File: src/rtl/rcr_pkg.sv
`timescale 1ns/1ps
package rcr_pkg;

   typedef enum logic [1:0] {
      SZ_B1 = 2'b00,
      SZ_B2 = 2'b01,
      SZ_B4 = 2'b10,
      SZ_B8 = 2'b11
   } size_e;

   localparam int unsigned LANES    = 4;
   localparam int unsigned EFF_W    = 4;
   localparam int unsigned NARROW_W = 3;

   function automatic int unsigned lane_bits(input int unsigned idx);
      return 8 << idx;
   endfunction

endpackage

File: src/rtl/rcr_count_mask.sv
`timescale 1ns/1ps
module rcr_count_mask
   import rcr_pkg::*;
#(
   parameter int unsigned CNT_W = 8
) (
   input  size_e              size_i,
   input  logic [CNT_W-1:0]   count_i,
   output logic [EFF_W-1:0]   eff_o,
   output logic               zero_o
);

   if (CNT_W < EFF_W) begin : g_bad_cnt
      $error("rcr_count_mask: CNT_W must be at least EFF_W");
   end

   logic [EFF_W-1:0] wide_cnt;
   logic [EFF_W-1:0] narrow_cnt;

   assign wide_cnt   = count_i[EFF_W-1:0];
   assign narrow_cnt = {{(EFF_W-NARROW_W){1'b0}}, count_i[NARROW_W-1:0]};

   always_comb begin
      if (size_i == SZ_B8) eff_o = wide_cnt;
      else                 eff_o = narrow_cnt;
   end

   assign zero_o = (eff_o == '0);

endmodule

File: src/rtl/rcr_lane.sv
`timescale 1ns/1ps
module rcr_lane #(
   parameter int unsigned W     = 8,
   parameter int unsigned AMT_W = 4
) (
   input  logic [W-1:0]     src_i,
   input  logic             carry_i,
   input  logic [AMT_W-1:0] amt_i,
   input  logic             left_i,
   output logic [W-1:0]     res_o
);

   localparam int unsigned RING_W = W + 1;
   localparam int unsigned DBL_W  = 2 * RING_W;

   if (W < 8) begin : g_bad_w
      $error("rcr_lane: W must be at least 8");
   end

   logic [RING_W-1:0] ring;
   logic [DBL_W-1:0]  dbl;
   logic [DBL_W-1:0]  dbl_l;
   logic [DBL_W-1:0]  dbl_r;

   // Ring of carry above the operand; a doubled copy turns rotate into shift.
   assign ring  = {carry_i, src_i};
   assign dbl   = {ring, ring};
   assign dbl_l = dbl << amt_i;
   assign dbl_r = dbl >> amt_i;

   always_comb begin
      if (left_i) res_o = dbl_l[RING_W +: W];
      else        res_o = dbl_r[W-1:0];
   end

endmodule

File: src/rtl/rcr_merge.sv
`timescale 1ns/1ps
module rcr_merge #(
   parameter int unsigned DW = 64
) (
   input  logic [DW-1:0] old_i,
   input  logic [DW-1:0] rot_i,
   input  logic [DW-1:0] keep_low_i,
   input  logic          bypass_i,
   output logic [DW-1:0] merged_o
);

   always_comb begin
      if (bypass_i) merged_o = old_i;
      else          merged_o = (old_i & ~keep_low_i) | (rot_i & keep_low_i);
   end

endmodule

File: src/rtl/carry_rotator.sv
`timescale 1ns/1ps
module carry_rotator
   import rcr_pkg::*;
#(
   parameter int unsigned DW         = 64,
   parameter int unsigned CNT_W      = 8,
   parameter bit          REGISTERED = 1'b1
) (
   input  logic             clk,
   input  logic             rst,
   input  logic [63:0]      src_i,
   input  logic [63:0]      dst_old_i,
   input  logic             carry_i,
   input  logic [CNT_W-1:0] count_i,
   input  logic             dir_left_i,
   input  logic [1:0]       size_i,
   output logic [63:0]      dst_o
);

   localparam int unsigned MAX_LANE = lane_bits(LANES - 1);

   if (DW != 64 || DW != MAX_LANE) begin : g_bad_dw
      $error("carry_rotator: DW must be 64 and match the widest lane");
   end
   if (CNT_W < EFF_W) begin : g_bad_cnt
      $error("carry_rotator: CNT_W too narrow");
   end

   size_e                     size_sel;
   logic [EFF_W-1:0]          eff_cnt;
   logic                      cnt_zero;
   logic [LANES-1:0][DW-1:0]  lane_res;
   logic [LANES-1:0][DW-1:0]  lane_mask;
   logic [DW-1:0]             sel_res;
   logic [DW-1:0]             sel_mask;
   logic [DW-1:0]             merged;

   assign size_sel = size_e'(size_i);

   rcr_count_mask #(.CNT_W(CNT_W)) u_cnt (
      .size_i  (size_sel),
      .count_i (count_i),
      .eff_o   (eff_cnt),
      .zero_o  (cnt_zero)
   );

   for (genvar g = 0; g < LANES; g++) begin : g_lane
      localparam int unsigned LW = lane_bits(g);
      logic [LW-1:0] res;

      rcr_lane #(.W(LW), .AMT_W(EFF_W)) u_lane (
         .src_i   (src_i[LW-1:0]),
         .carry_i (carry_i),
         .amt_i   (eff_cnt),
         .left_i  (dir_left_i),
         .res_o   (res)
      );

      if (LW < DW) begin : g_pad
         assign lane_res[g] = {{(DW-LW){1'b0}}, res};
      end else begin : g_full
         assign lane_res[g] = res;
      end
      assign lane_mask[g] = {DW{1'b1}} >> (DW - LW);
   end

   assign sel_res  = lane_res[size_i];
   assign sel_mask = lane_mask[size_i];

   rcr_merge #(.DW(DW)) u_merge (
      .old_i      (dst_old_i),
      .rot_i      (sel_res),
      .keep_low_i (sel_mask),
      .bypass_i   (cnt_zero),
      .merged_o   (merged)
   );

   if (REGISTERED) begin : g_reg
      logic [DW-1:0] dst_q;
      always_ff @(posedge clk) begin
         if (rst) dst_q <= '0;
         else     dst_q <= merged;
      end
      assign dst_o = dst_q;
   end else begin : g_comb
      assign dst_o = merged;
   end

endmodule

File: config.mk
export PLATFORM = sky130hd
export DESIGN_NAME = carry_rotator
export DESIGN_NICKNAME = d
export VERILOG_FILES = /design/src/rtl/rcr_pkg.sv /design/src/rtl/rcr_count_mask.sv /design/src/rtl/rcr_lane.sv /design/src/rtl/rcr_merge.sv /design/src/rtl/carry_rotator.sv
export SDC_FILE = /design/constraint.sdc
export NUM_CORES = 1
export LEC_CHECK = 0
export ABC_CLOCK_PERIOD_IN_PS = 4150
export BUFFER_PORTS_ARGS = -buffer_cell sky130_fd_sc_hd__clkbuf_2
export CORE_ASPECT_RATIO = 1.2
export CORE_UTILIZATION = 61
export CTS_CLUSTER_SIZE = 25
export DETAILED_ROUTE_END_ITERATION = 10
export PLACE_DENSITY = 0.8
export SLEW_MARGIN = 40
export SYNTH_ARGS = -nofsm -noshare
export SYNTH_HDL_FRONTEND = slang
export SYNTH_HIERARCHICAL = 1
export SYNTH_SLANG_ARGS = --single-unit
File: constraint.sdc
create_clock -name clk -period 4.15 [get_ports clk]
set_clock_uncertainty 0.15 [all_clocks]
set_input_delay 0.83 -clock clk [delete_from_list [all_inputs] [get_ports clk]]
set_output_delay 0.83 -clock clk [all_outputs]
set_load 0.01 [all_outputs]
* After elaboration in Yosys (flattened, before gate mapping)
Cells that the tools add are included.
Word-level totals: output and inout bits 64, word-level logic and storage cells 26, input bits 142, flip-flop bits (word level) 64
Operators by class: bitwise gates (word level) 4, mux-type cells 10, reductions and logical operators 1, shift-type cells 8, $lt $le $gt $ge 1, equal/unequal tests 1
Operators with widths (number):
- 64-bit binary-select mux with 2-bit select | 2
- 64-bit two-way mux | 4
- 130-bit by 4-bit << shifter with 129-bit output | 1
- 130-bit by 4-bit right shift with 64-bit output | 1
- 64-bit bitwise AND | 2
- 66-bit by 4-bit << shifter with 65-bit output | 1
- 66-bit by 4-bit right shift with 32-bit output | 1
- 64-bit NOT | 1
- 64-bit OR | 1
- 34-bit by 4-bit << shifter with 33-bit output | 1
- 34-bit by 4-bit right shift with 16-bit output | 1
- 32-bit two-way mux | 1
- 18-bit by 4-bit << shifter with 17-bit output | 1
- 18-bit by 4-bit right shift with 8-bit output | 1
- 16-bit two-way mux | 1
- 8-bit two-way mux | 1
- 4-bit zero test | 1
- 4-bit two-way mux | 1
- 2-bit by 3-bit less-than comparator with 1-bit output, second input constant | 1
- 2-bit equality test, second input constant | 1

* Depth between registers and ports, before layout
word-level depth 9, gate-level depth with buffers 13, depth with buffers taken out 9

* Cells and area by module
Netlist, hierarchy kept.
By module, submodules not included:
- rcr_lane (g_lane[3].u_lane) | area each 5913.2 um2, times used 1, seq. area each 0.0 um2, cells an instance 534
- rcr_lane (g_lane[2].u_lane) | area each 3164.3 um2, times used 1, seq. area each 0.0 um2, cells an instance 376
- carry_rotator | area each 2611.3 um2, times used 1, seq. area each 1281.2 um2, cells an instance 242
- rcr_lane (g_lane[1].u_lane) | area each 1803.0 um2, times used 1, seq. area each 0.0 um2, cells an instance 224
- rcr_lane (g_lane[0].u_lane) | area each 1333.8 um2, times used 1, seq. area each 0.0 um2, cells an instance 182
- rcr_merge | area each 1173.6 um2, times used 1, seq. area each 0.0 um2, cells an instance 135
- rcr_count_mask | area each 46.3 um2, times used 1, seq. area each 0.0 um2, cells an instance 5

* Least setup slack after synthesis
No wires, ideal clock.
kind input -> register, from input port count_i[2], to register g_reg.dst_q[15] (netlist: dst_o[15]), arrival 3280 ps, data required time 3872 ps, buffers on the path 4, setup slack 592 ps, library setup time 128 ps, cell stages on the path 12, cells stage by stage buf_4 buf_2 clkbuf_1 buf_2 mux4_2 mux2_2 o22ai_1 nor2_1 mux2_1 a22o_1 mux2_1 nor2b_1
Between the ends: cells in the longest elaborated chain, start to end 8, elaborated cells between the ends (all ways) 16, those cells by class shift (6); mux (7); bitwise (2); reduce/logical (1)
RTL lines:
- start, declared | RTL line carry_rotator.sv:14 | input logic [CNT_W-1:0] count_i,
- 4-bit two-way mux * | RTL line rcr_count_mask.sv:24 | if (size_i == SZ_B8) eff_o = wide_cnt;
- 130-bit by 4-bit right shift with 64-bit output / 130-bit by 4-bit << shifter with 129-bit output (equally long branches) | RTL line rcr_lane.sv:29, rcr_lane.sv:28
- 64-bit two-way mux * | RTL line rcr_lane.sv:32 | if (left_i) res_o = dbl_l[RING_W +: W];
- via g_lane[3].res[15] | RTL line carry_rotator.sv:49 | logic [LW-1:0] res;
- 64-bit binary-select mux with 2-bit select * | RTL line carry_rotator.sv:67 | assign sel_res = lane_res[size_i];
- 64-bit two-way mux (implied by the code) * | RTL line carry_rotator.sv:67
- via sel_res[15] | RTL line carry_rotator.sv:34 | logic [DW-1:0] sel_res;
- 64-bit bitwise AND * | RTL line rcr_merge.sv:14 | else merged_o = (old_i & ~keep_low_i) | (rot_i & keep_low_i);
- 64-bit OR * | RTL line rcr_merge.sv:14
- 64-bit two-way mux * | RTL line rcr_merge.sv:13 | if (bypass_i) merged_o = old_i;
- via merged[15] | RTL line carry_rotator.sv:36 | logic [DW-1:0] merged;
- end signal, assigned | RTL line carry_rotator.sv:82 | else dst_q <= merged;
- end, declared | RTL line carry_rotator.sv:79 | logic [DW-1:0] dst_q;
Mark *: on every way through the listed nets, which the timed path passes. The rest lies on a longest branch. The select of a mux whose other input is x is not followed. A chain may end at the register's enable or synchronous reset.

* Worst setup path after layout
from input port count_i[2], to register g_reg.dst_q[14] (netlist: dst_o[14])
Between the ends: cells in the longest elaborated chain, start to end 8, elaborated cells between the ends (all ways) 16, those cells by class shift (6); mux (7); bitwise (2); reduce/logical (1)
RTL lines (RTL line):
- 4-bit two-way mux * | rcr_count_mask.sv:24
- 66-bit by 4-bit right shift with 32-bit output / 66-bit by 4-bit << shifter with 65-bit output (equally long branches) | rcr_lane.sv:29, rcr_lane.sv:28
- 32-bit two-way mux * | rcr_lane.sv:32
- via g_lane[2].res[14] | carry_rotator.sv:49
- 64-bit binary-select mux with 2-bit select * | carry_rotator.sv:67
- 64-bit two-way mux (implied by the code) * | carry_rotator.sv:67
- via sel_res[14] | carry_rotator.sv:34
- 64-bit bitwise AND * | rcr_merge.sv:14
- 64-bit OR * | rcr_merge.sv:14
- 64-bit two-way mux * | rcr_merge.sv:13
- via merged[14] | carry_rotator.sv:36
Marks and branches as above.

==> flow_summary_export.csv <==
group,metric,value,unit
final_layout,syn2layout_area_growth,11.2,%
cts,h-tree-depth,3,
drt,ant_nets,0,
global_route,track_usage,46.4,%
die,ios,206,
setup_path,path_cells,"buf_8 > buf_12 > mux2i_1 > mux2i_1 > o22ai_1 > o31ai_1 > mux2_1 > a22o_1 > mux2_1 > nor2b_1",
drt,via_count,16882,
final_layout,fin_nets,1982,
placed_design,place_inst,2159,
sta,slew_viol_final,0,
setup_path,critPathLaunchType,"primary input",
sta,rsz0062_at_grt,"false",
yosys,synthDistinctLibCells,73,
die,floorplan.initialDensity,62.4,%
final_layout,drive_gt1_share,40.0,%
global_route,grt_max_degree,84,
drt,wire_per_inst,29.0,um
drt,dr.pass1.iters,6,
global_route,grt_pass1_wl,95300,um
drt,drt_iter0_markers,2335,
global_route,grt_pass1_vias,16251,
drt,vias_per_cell,7.75,
die,die_h,180,um
yosys,synth_top_area_share,26.0,%
power_and_ir_drop,seqPwrFrac,16.7,%
placed_design,pre_cts_slack,0.217,ns
sta,postLayoutSetupSlackWorst,0.450,ns
final_layout,fin_cells,2177,
final_layout,fill_cells,2028,
final_layout,largest_register_ffs,64,
setup_path,required,4.24,ns
yosys,synth_top_area_cell,"mux4_2",
drt,wl_met1,21600,um
global_route,grt_overflow,0,
die,fp.dieArea,0.0270,mm^2
die,std_cell_rows,64,
cts,postCtsSetupBuffers,0,
placed_design,portBuffers,201,
final_layout,final_common_cell,"mux2_2",
cts,cts_sinks,64,
power_and_ir_drop,combPwrFrac,59.7,%
setup_path,worstSetupEndpointType,"flip-flop",
power_and_ir_drop,p_sw_share,42.1,%
placed_design,place_congestion,1.03,
cts,cts-buffers-inserted,9,
yosys,syn_area,0.0160,mm^2
status,run_status,"completed",
power_and_ir_drop,power_density,227,mW/mm^2
setup_path,cp_max_fo,62,
global_route,antenna_found_initial,6,
die,die_width,150,um
job,cap_viol_max_count,0,
yosys,synthCells,1698,
cts,clkSlewWorstSetupHoldPaths,0.07,ns
drt,highest_layer,"met5",
power_and_ir_drop,power.switching,1.70,mW
yosys,synth-seq-area-share,7.99,%
yosys,synthTopCellsByArea,"mux4_2, mux2_2, mux2i_1",
cts,cts_buffer_depth,2,
sta,hold_violations,0,
sta,maxSlewHeadroom,46.6,%
drt,wl_met2,28700,um
cts,hold_buffers,0,
drt,drc,0,
setup_path,critPathKind,"in2reg",
final_layout,layout_common_cells,"mux2_2, clkbuf_2, mux4_2, o22ai_1, nor2b_1",
sta,hold-worst-slack,0.624,ns
yosys,synthArstFlopShare,0,%
drt,drt-total-wl,63100,um
sta,setup_viol,0,
setup_path,cpPeakStageDelay,0.43,ns
power_and_ir_drop,peakVddDrop,0.000167,V
sta,period_share,89.2,%
die,core_area,0.0257,mm^2
drt,wl_met3,7260,um
cts,clockRootBuffer,"clkbuf_16",
sta,tightestPinTransition,0.801,ns
placed_design,dp_hpwl,45700,um
yosys,ys_warn_count,6,
cts,cts_tree,"yes",
sta,setup_tns,0,ns
cts,ctsResizeCount,0,
power_and_ir_drop,power_frac_clock,23.6,%
power_and_ir_drop,p_leak,7.10,nW
yosys,syn_area_per_cell,9.45,um^2
yosys,ys_ff_latch,64,
sta,period_minus_slack,3.70,ns
sta,fmax,270,MHz
yosys,ys.flop_type,"dfxtp_1",
min_path,hold_path.class,"in2reg",
setup_path,crit_slowest_cell,"o22ai_1",
power_and_ir_drop,intPower,2.35,mW
yosys,synth_edf_count,0,
setup_path,cp.arrival,3.79,ns
metal layers:
layer	vias to the layer above	GRT usage (%)
met4	6	33.3
met5	-	0
li1	7061	-
met1	7953	56.0
met2	1476	73.8
met3	386	8.73
logic make-up (layout without fill, tap and decap cells):
group           count (synthesis)  after routing  share of synthesized area, %
flops                          64             64                          7.99
mux                           595            595                          53.6
other cells                     1             10                        0.0234
simple gates                  453            453                          15.1
compound gates                386            386                          16.4
buf+inv                       199            339                          6.91
critical path: cells and delay by family:
kind                   cells  cell delay, ns
and+or+nand+nor            1            0.13
buffers and inverters      2            0.71
AOI/OAI and AO/OA          3            0.91
muxes                      4            1.11
metrics by stage:
step,power (mW),utilization [%],instance area [um^2]
3_3_place_gp,2.98,68.0,17500
5_1_grt,4.18,69.4,17800
4_1_cts,3.97,69.4,17800
3_5_place_dp,3.01,68.0,17500
6_report,4.05,69.4,17800
2_1_floorplan,2.26,-,16100
path summary, 6_finish.rpt:
path     startpoint         to  slack, ns  cells after the start
max      count_i[2]  dst_o[14]       0.45                     10
min   dst_old_i[12]  dst_o[12]       0.62                      3
power groups by stage:
stage / combinational, mW / clock (mW) / sequential (mW)
2_1_floorplan: 1.55 / 0 / 0.715
3_3_place_gp: 2.29 / 0 / 0.688
3_5_place_dp: 2.32 / 0 / 0.690
4_1_cts: 2.34 / 0.960 / 0.676
5_1_grt: 2.53 / 0.975 / 0.682
6_report: 2.42 / 0.957 / 0.676
cell usage after synthesis (6+ instances only):
cell / number
mux2_2: 206
mux4_2: 185
o22ai_1: 179
nor2b_1: 157
mux2i_1: 152
nor2_1: 116
clkbuf_1: 71
dfxtp_1: 64
buf_2: 53
nand2_1: 50
mux2_1: 48
and3_1: 33
o21ai_0: 30
a21oi_1: 28
buf_4: 24
o31ai_1: 23
or3_1: 21
buf_6: 20
nor3_1: 17
a22oi_1: 16
buf_1: 16
nand2b_1: 15
a31oi_1: 14
a22o_1: 10
nand3_1: 10
o211ai_1: 10
a211oi_1: 8
inv_1: 8
nand3b_1: 8
o2bb2ai_1: 8
a2bb2oi_1: 7
and2_1: 7
o221ai_1: 6
cell type report:
type / instances / area [um^2] / share of cell area, %
Timing Repair Buffer: 312 / 2060 / 11.5
Sequential cell: 64 / 1280 / 7.18
Antenna cell: 2 / 5.00 / 0.0281
Multi-Input combinational cell: 1442 / 13700 / 76.8
Clock inverter: 5 / 104 / 0.582
Inverter: 11 / 41.3 / 0.231
Tap cell: 330 / 413 / 2.31
Clock buffer: 11 / 243 / 1.36
Power figures use the tool's default switching activity.
